## src/rtl/wake_detect.sv

```systemverilog
module wake_detect #(
  parameter int NUM_IRQ = 8
) (
  input  logic               clk,
  input  logic               rst_n,
  input  logic [NUM_IRQ-1:0] irq_lvl,
  input  logic               dbg_halt,
  input  logic               mask_load,
  input  logic               deep_sel,
  input  logic [NUM_IRQ-1:0] mask_in,
  output logic               pmu_req,
  input  logic               pmu_ack,
  output logic               armed
);

  typedef enum logic [1:0] {S_IDLE, S_ARMED, S_WAKE} st_t;

  st_t                st, st_nx;
  logic [NUM_IRQ-1:0] mask_q, mask_nx;

  wire hit_held = |(irq_lvl & mask_q);
  wire hit_load = |(irq_lvl & mask_in);
  wire arm_go   = mask_load && deep_sel;

  always_comb begin
    st_nx   = st;
    mask_nx = mask_q;
    case (st)
      S_IDLE: begin
        if (arm_go) begin
          mask_nx = mask_in;
          st_nx   = (hit_load || dbg_halt) ? S_WAKE : S_ARMED;
        end
      end
      S_ARMED: begin
        if (hit_held || dbg_halt) st_nx = S_WAKE;
      end
      S_WAKE: begin
        if (pmu_ack) begin
          st_nx   = S_IDLE;
          mask_nx = '0;
        end
      end
      default: begin
        st_nx   = S_IDLE;
        mask_nx = '0;
      end
    endcase
  end

  always_ff @(posedge clk or negedge rst_n) begin
    if (!rst_n) begin
      st     <= S_IDLE;
      mask_q <= '0;
    end else begin
      st     <= st_nx;
      mask_q <= mask_nx;
    end
  end

  assign armed   = (st == S_ARMED);
  assign pmu_req = (st == S_WAKE);

endmodule

```

## config.mk

```make
export PLATFORM = sky130hd
export DESIGN_NAME = wake_detect
export DESIGN_NICKNAME = d
export VERILOG_FILES = /design/src/rtl/wake_detect.sv
export SDC_FILE = /design/constraint.sdc
export NUM_CORES = 1
export LEC_CHECK = 0
export ABC_AREA = 1
export BUFFER_PORTS_ARGS = -buffer_cell sky130_fd_sc_hd__buf_2
export CAP_MARGIN = 20
export CORE_MARGIN = 2
export CORE_UTILIZATION = 40
export DETAILED_ROUTE_END_ITERATION = 10
export GPL_ROUTABILITY_DRIVEN = 0
export GPL_TIMING_DRIVEN = 0
export PLACE_DENSITY_LB_ADDON = 0.3
export SYNTH_ARGS = -nofsm -noshare
export SYNTH_HDL_FRONTEND = slang
export SYNTH_SLANG_ARGS = --single-unit
```

## constraint.sdc

```tcl
create_clock -name clk -period 1 [get_ports clk]
set_input_delay 0.15 -clock clk [delete_from_list [all_inputs] [get_ports clk]]
set_output_delay 0.15 -clock clk [all_outputs]
set_load 0.05 [all_outputs]
```

==> impl_metrics.json, run 1 <==
{
  "most-common-layout-cells": "32 x nand2_1, 21 x buf_2, 12 x nand3_1, 8 x dfrtp_1",
  "period_share_pct": 120,
  "cts_root_buf": "clkbuf_4",
  "avgRoutedWirePerCell_um": 12.3,
  "final_nets": 140,
  "critPathRequiredTime_ns": 0.85,
  "peakVddDrop_mv": 1.20,
  "timing.rr.end": "st[1]",
  "die_area_um2": 1780,
  "antenna_found_initial": 0,
  "ys_ff_latch": 10,
  "yosysWarnings": 0,
  "drv_cap": 0,
  "detail_route.first_pass.iterations": 4,
  "fin_util_pct": 64.4,
  "area_growth_pct": 47.5,
  "dp_hpwl_um": 1080,
  "slew_headroom_pct": 82.6,
  "cp-start-kind": "flip-flop",
  "rows": 13,
  "grt_start_max_net_pins": 11,
  "r2r_cells": 7,
  "clockBufferDepth": 2,
  "die_w_um": 42.1,
  "core_area_um2": 1330,
  "drv_slew": 0,
  "ios": 24,
  "path_cells": "inv_2 > nor2_4 > buf_6",
  "start_util_pct": 43.6,
  "netlist_instances": 81,
  "setup_viol_count_final": 12,
  "synth_area_per_cell_um2": 7.18,
  "syn_nets": 103,
  "num_antenna_cells": 0,
  "worstMarginPinSlew_ns": 0.261,
  "via_count": 660,
  "worstSetupEndpointType": "output pin",
  "grt_first_pass_wirelength_um": 2770,
  "min-delay-start": "mask_in[2]",
  "clk_pin_slew_ns": 0.07,
  "cp.arrival_ns": 1.05,
  "numCtsBuffers": 3,
  "cts_max_level": 1,
  "cp_max_fo": 4,
  "worstHoldPathCells": 3,
  "final_common_cell": "nand2_1",
  "fmax_mhz": 830,
  "vias_per_cell": 5.04,
  "hold_viol_final": 0,
  "worst_clock_skew_ns": 0.00646,
  "drive_gt1_share_pct": 40.5,
  "min_period_ns": 1.20,
  "outcome": "finished with violations",
  "hold_path_end": "mask_q[2]",
  "p_leak_nw": 0.478,
  "crit_slowest_cell": "dfrtp_2",
  "ys_seq_area_share_pct": 43.0,
  "reg2reg_from": "st[0]",
  "clock_latency_ns": 0.26,
  "drc_errors": 0,
  "grt_pass1_vias": 645,
  "synth.distinct_cells": 15,
  "gr-total-overflow": 0,
  "rrSetupSlack_ns": -0.18,
  "power_density_nw_per_um2": 2020,
  "critical_path_class": "flip-flop to output pin",
  "ant_nets": 0,
  "grt_usage_pct": 21.4,
  "slowest_delay_ns": 0.41,
  "timing.hold.ws_ns": 0.130,
  "numClockSinks": 10,
  "rsz0062_at_grt": "true",
  "postRouteWirelength_um": 1610,
  "die_h_um": 42.1,
  "power_mw": 1.74,
  "dpl_worst_slack_ns": -0.212,
  "hold_path_class": "primary input to flip-flop",
  "violations": "negative setup slack",
  "drtIter0Drc": 9,
  "synth_area_um2": 582,
  "setup_slack_ns": -0.204,
  "cts_tree": "done",
  "port_buffers": 23
}
-- state kept, by name (all words and copies together), names as in the netlist --
name	count
st	2
mask_q	8
-- layout make-up --
class	count	area (um2)
Fill cell	117	475
Multi-Input combinational cell	67	355
Sequential cell	10	253
Timing Repair Buffer	31	190
Clock buffer	3	22.5
Inverter	5	18.8
Tap cell	15	18.8
-- through the flow --
stage | instances | instance area (um2) | setup TNS, ns
2_1_floorplan | 81 | 597 | -0.699
3_3_place_gp | 119 | 731 | -2.06
3_5_place_dp | 119 | 731 | -2.07
4_1_cts | 131 | 850 | -1.86
5_1_grt | 131 | 858 | -2.68
6_report | 131 | 858 | -2.00
-- logic make-up (layout without fill, tap and decap cells) --
group                  after synthesis  after routing  synth area share (%)
buffers and inverters                5             39                  3.23
DFF                                 10             10                  43.0
and+or+nand+nor                     55             55                  41.7
AOI/OAI and AO/OA                   11             12                  12.0
-- worst max path at each step --
stage	startpoint	to	slack, ns	cells past startpoint
6_report	st[0]	armed	-0.20	3
5_1_grt	st[1]	pmu_req	-0.25	3
4_1_cts	st[0]	armed	-0.19	3
3_5_place_dp	st[0]	mask_q[1]	-0.21	5
3_3_place_gp	st[0]	mask_q[3]	-0.20	5
2_1_floorplan	st[0]	mask_q[0]	-0.08	4
-- synth_stat cells --
master,n,share of area [%]
nor3_1,1,0.86
o21ai_2,1,1.5
o21ai_4,1,2.8
inv_1,3,1.9
nand2_4,1,1.9
nor2_1,6,3.9
o21ai_1,8,6.9
nand3_1,12,10
o21ai_0,1,0.86
dfrtp_1,10,43
nor2_2,1,1.1
inv_2,2,1.3
nor2_4,1,1.9
nand2_1,32,21
nand2_2,1,1.1
-- per-layer routing --
metal	up-vias	share of wire, %	global-route usage, %
li1	340	-	-
met1	298	42	23.4
met4	0	0.93	5.63
met2	20	50	38.8
met3	2	6.7	7.76
met5	-	0	0
-- power breakdown --
| part | total (mW) | internal (mW) | switching, mW |
|---|---|---|---|
| clock | 0.270 | 0.139 | 0.131 |
| sequential | 0.603 | 0.515 | 0.0885 |
| combinational | 0.863 | 0.364 | 0.499 |
-- worst max-delay path, delay by kind of cell, from the launching register on --
family                 cells  cell delay, ns
DFF                        1            0.41
buffers and inverters      2            0.26
and+or+nand+nor            1            0.12
-- timing repair --
action / CTS / global route
gates cloned: 1 / 0
endpoints found under the hold margin: 10 / 0
buffers inserted: 7 / 0
pin swaps: 11 / 1
hold buffers: 1 / 0
setup endpoints to repair: 12 / 12
resized for setup: 6 / 2
(Power assumes the default switching activity.)
==> run 2: changes to the inputs <==
==> constraint.sdc (replaced) <==
create_clock -name clk -period 1 [get_ports clk]
set_input_delay 0.1 -clock clk [delete_from_list [all_inputs] [get_ports clk]]
set_output_delay 0.1 -clock clk [all_outputs]
set_load 0.05 [all_outputs]
==> run 2 against run 1 <==
Net effect:
- the flow still finishes with violations (negative setup slack)
- hold slack got worse by 0.061 ns
- final cell count down 1.5%
- global-route usage shrank 1.3 points
- critical path type unchanged
- critical endpoint unchanged
==> impl_metrics.json, run 2 (synthesis gave the netlist of run 1 again) <==
{
  "outcome": "finished with violations",
  "violations": "negative setup slack",
  "gr-usage-met3_pct": 3.02,
  "numCtsBuffers": 3,
  "dp_hpwl_um": 1070,
  "setup_slack_ns": -0.157,
  "cts_root_buf": "clkbuf_4",
  "drv_slew": 0,
  "worst_clock_skew_ns": 0.00544,
  "critPathRequiredTime_ns": 0.90,
  "area_growth_pct": 44.7,
  "worstMarginPinSlew_ns": 0.261,
  "fillers": 118,
  "met2_usage_pct": 34.7,
  "postRouteWirelength_um": 1670,
  "core_area_um2": 1330,
  "ant_nets": 0,
  "grt_pass1_vias": 586,
  "via_count": 655,
  "setup-tns-final_ns": -1.19,
  "numClockSinks": 10,
  "largest_reg_flops": 8,
  "grt_usage_pct": 20.1,
  "gr-usage-met1_pct": 22.7,
  "slew_headroom_pct": 82.6,
  "ff_latch_area_um2": 253,
  "period_share_pct": 116,
  "hold_path_class": "primary input to flip-flop",
  "final_common_cell": "nand2_1",
  "vias_per_cell": 5.08,
  "die_h_um": 42.1,
  "drtIter0Drc": 22,
  "fmax_mhz": 864,
  "clockBufferDepth": 2,
  "die_area_um2": 1780,
  "multi_input_area_um2": 345,
  "cts_tree": "done",
  "grt_start_max_net_pins": 11,
  "cp.arrival_ns": 1.06,
  "ios": 24,
  "largest_register": "mask_q",
  "worstSetupEndpointType": "output pin",
  "cts_max_level": 1,
  "drv_cap": 0,
  "clk_pin_slew_ns": 0.07,
  "timing.hold.ws_ns": 0.0687,
  "drc_errors": 0,
  "p_leak_nw": 0.470,
  "setup_viol_count_final": 12,
  "cp-start-kind": "flip-flop",
  "rows": 13,
  "critical_path_class": "flip-flop to output pin",
  "busiest_layer": "met2",
  "hold_viol_final": 0,
  "antenna_found_initial": 0,
  "clock_latency_ns": 0.28,
  "most-common-layout-cells": "32 x nand2_1, 21 x buf_2, 12 x nand3_1, 8 x dfrtp_1, 7 x o21ai_1",
  "final_nets": 137,
  "power_mw": 1.81,
  "port_buffers": 23,
  "gr-total-overflow": 0,
  "avgRoutedWirePerCell_um": 12.9,
  "grt_first_pass_wirelength_um": 2550,
  "top_regs": "mask_q: 8 flops, st: 2 flops",
  "rsz0062_at_grt": "true",
  "power_density_nw_per_um2": 2150,
  "start_util_pct": 43.6,
  "die_w_um": 42.1,
  "num_antenna_cells": 0,
  "drive_gt1_share_pct": 38.6,
  "dpl_worst_slack_ns": -0.212,
  "cp_max_fo": 5,
  "min_period_ns": 1.16,
  "detail_route.first_pass.iterations": 4,
  "peakVddDrop_mv": 1.14
}
==> run 2: critical path: stages (launching register included) <==
cell and delay (ns):
dfrtp_2 0.46, nor2_4 0.15, buf_6 0.17
==> run 2: final timing paths <==
check / start / to / slack (ns) / depth (start not counted)
worst max-delay path: st[1] / armed / -0.16 / 2
worst min-delay path: mask_in[4] / mask_q[4] / 0.07 / 3
worst max register to register: st[0] / st[1] / -0.11 / 6
worst min register to register: mask_q[6] / mask_q[6] / 0.49 / 2
max in group asynchronous: rst_n / st[1] / 0.56 / 2
min in group asynchronous: rst_n / mask_q[6] / 0.21 / 2
==> run 2: repair_timing <==
action | CTS | global route
endpoints found under the hold margin | 10 | 0
setup endpoints to repair | 12 | 12
setup buffers | 4 | 0
resized for setup | 6 | 3
pin swaps | 2 | 9
cloned | 1 | 0
hold buffers | 1 | 0
==> run 2: final cells by class <==
cell class                 instances  area share, %
multi-input combinational         67           41.0
sequential                        10           30.0
timing repair buffer              28           19.9
clock buffer                       4           4.31
inverter                           5           2.53
tap                               15           2.23
==> run 2: routing by layer <==
metal,part of all wire [%],vias up
met2,46,24
met5,0,-
li1,-,334
met3,6.5,4
met1,45,293
met4,2.8,0
==> run 2: metrics by stage <==
step	utilization, %	std cells	cell area [um2]
2_1_floorplan	-	81	591
3_3_place_gp	54.3	119	724
3_5_place_dp	54.3	119	724
4_1_cts	62.3	129	831
5_1_grt	63.1	129	842
6_report	63.1	129	842
==> run 2: power breakdown <==
part	switching [mW]	total (mW)	internal, mW
Combinational	0.494	0.821	0.327
Clock	0.157	0.379	0.222
Sequential	0.0933	0.607	0.514
==> run 3: changes to the inputs <==
Settings changed: CORE_MARGIN 2 to 5, SLEW_MARGIN from default to 20.
==> run 3 against run 2 <==
Net effect:
- the flow still finishes with violations (negative setup slack)
- worst setup slack better by 0.0044 ns
- critical endpoint unchanged
- core utilization increased by 0.47 points
- hold slack better by 0.010 ns
- clock power down 21%
- largest power group unchanged
- global-route usage decreased by 2.8 points
- via count down 0.92%
- final cell count is the same
==> impl_metrics.json, run 3 (synthesis gave the netlist of run 1 again) <==
{
  "detail_route.first_pass.iterations": 4,
  "clockBufferDepth": 2,
  "reg2reg_from": "st[1]",
  "final_common_cell": "nand2_1",
  "vias_per_cell": 5.03,
  "rrSetupSlack_ns": -0.09,
  "worstMarginPinSlew_ns": 0.267,
  "area_growth_pct": 45.8,
  "grt_pass1_vias": 656,
  "ant_nets": 0,
  "grt_first_pass_wirelength_um": 2720,
  "peakVddDrop_mv": 1.07,
  "drv_slew": 0,
  "placedCellCount": 119,
  "numClockSinks": 10,
  "cp_max_fo": 4,
  "outcome": "finished with violations",
  "via_count": 649,
  "clk_pin_slew_ns": 0.07,
  "min_period_ns": 1.15,
  "die_w_um": 48.1,
  "rsz0062_at_grt": "true",
  "die_area_um2": 2320,
  "num_antenna_cells": 0,
  "largest_reg_flops": 8,
  "cp-start-kind": "flip-flop",
  "setup_viol_count_final": 12,
  "power_density_nw_per_um2": 2050,
  "grt_usage_pct": 17.3,
  "setup-tns-final_ns": -1.13,
  "port_buffers": 23,
  "top_regs": "mask_q: 8 flops, st: 2 flops",
  "drv_cap": 0,
  "cts_max_level": 1,
  "timing.rr.end": "mask_q[1]",
  "setup_slack_ns": -0.153,
  "critPathRequiredTime_ns": 0.90,
  "r2r_cells": 5,
  "hold_path_class": "primary input to flip-flop",
  "layout.cells.non_filler": 129,
  "cts_root_buf": "clkbuf_4",
  "hold_viol_final": 0,
  "worst_clock_skew_ns": 0.00623,
  "grt_start_max_net_pins": 11,
  "drc_errors": 0,
  "worstHoldPathCells": 3,
  "rows": 13,
  "dpl_worst_slack_ns": -0.198,
  "period_share_pct": 115,
  "ios": 24,
  "fmax_mhz": 868,
  "hold_path_end": "mask_q[1]",
  "antenna_found_initial": 0,
  "violations": "negative setup slack",
  "die_h_um": 48.1,
  "core_area_um2": 1330,
  "gr-total-overflow": 0,
  "cts_tree": "done",
  "min-delay-start": "mask_in[1]",
  "numCtsBuffers": 3,
  "drive_gt1_share_pct": 42.1,
  "avgRoutedWirePerCell_um": 13.0,
  "postRouteWirelength_um": 1680,
  "most-common-layout-cells": "31 x nand2_1, 21 x buf_2, 12 x nand3_1, 8 x dfrtp_1, 5 x o21ai_1",
  "power_mw": 1.74,
  "dp_hpwl_um": 1120,
  "clock_latency_ns": 0.27,
  "slew_headroom_pct": 82.2,
  "start_util_pct": 43.6,
  "worstSetupEndpointType": "output pin",
  "final_nets": 137,
  "p_leak_nw": 0.464,
  "largest_register": "mask_q",
  "cp.arrival_ns": 1.05,
  "drtIter0Drc": 16,
  "critical_path_class": "flip-flop to output pin"
}
-- run 3: repair_timing --
| action | CTS | global route |
|---|---|---|
| pin swaps | 10 | 4 |
| hold buffers | 1 | 0 |
| cloned | 1 | 0 |
| setup buffers | 4 | 0 |
| setup endpoints to repair | 12 | 12 |
| endpoints found under the hold margin | 10 | 0 |
| resized for setup | 7 | 8 |
-- run 3: report_power, final --
| group | switching, mW | internal [mW] | leakage [nW] |
|---|---|---|---|
| Combinational | 0.489 | 0.329 | 0.319 |
| Sequential | 0.109 | 0.515 | 0.130 |
| Clock | 0.146 | 0.154 | 0.0150 |
| Total | 0.744 | 0.998 | 0.464 |
-- run 3: worst max-delay path, cell delays in order, from the launching register on --
cell     delay [ns]
dfrtp_2        0.43
inv_4          0.06
nor2_4         0.14
buf_8          0.16
-- run 3: layout make-up --
class	instances	area (um2)
timing repair buffer	28	171
fill	116	485
multi-input combinational	67	358
clock buffer	4	26.3
inverter	5	21.3
sequential	10	253
tap	15	18.8
-- run 3: per-stage QoR --
stage / area (um2) / hold WS [ns] / util (%)
finish: 848 / 0.0788 / 63.6
global route: 848 / 0.0830 / 63.6
CTS: 825 / 0.0771 / 61.8
detailed placement: 724 / -0.0223 / 54.3
global placement: 724 / -0.0273 / 54.3
floorplan: 591 / -0.196 / -
-- run 3: worst max-delay path by stage --
stage / start / to / slack [ns] / depth (start not counted)
after floorplan: st[0] / mask_q[0] / -0.1 / 4
after global placement: st[0] / mask_q[0] / -0.20 / 5
after detailed placement: st[0] / mask_q[6] / -0.20 / 5
after CTS: st[1] / armed / -0.17 / 2
after global routing: st[0] / armed / -0.21 / 3
final: st[0] / armed / -0.15 / 3
-- run 3: per-layer routing --
layer  track usage [%]  vias to the layer above  wire (um)
met5                 0                        -          0
met4              5.91                        0         10
met3              5.54                        2        108
met2              29.2                       19        836
met1              20.6                      297        725
li1                  -                      331          -
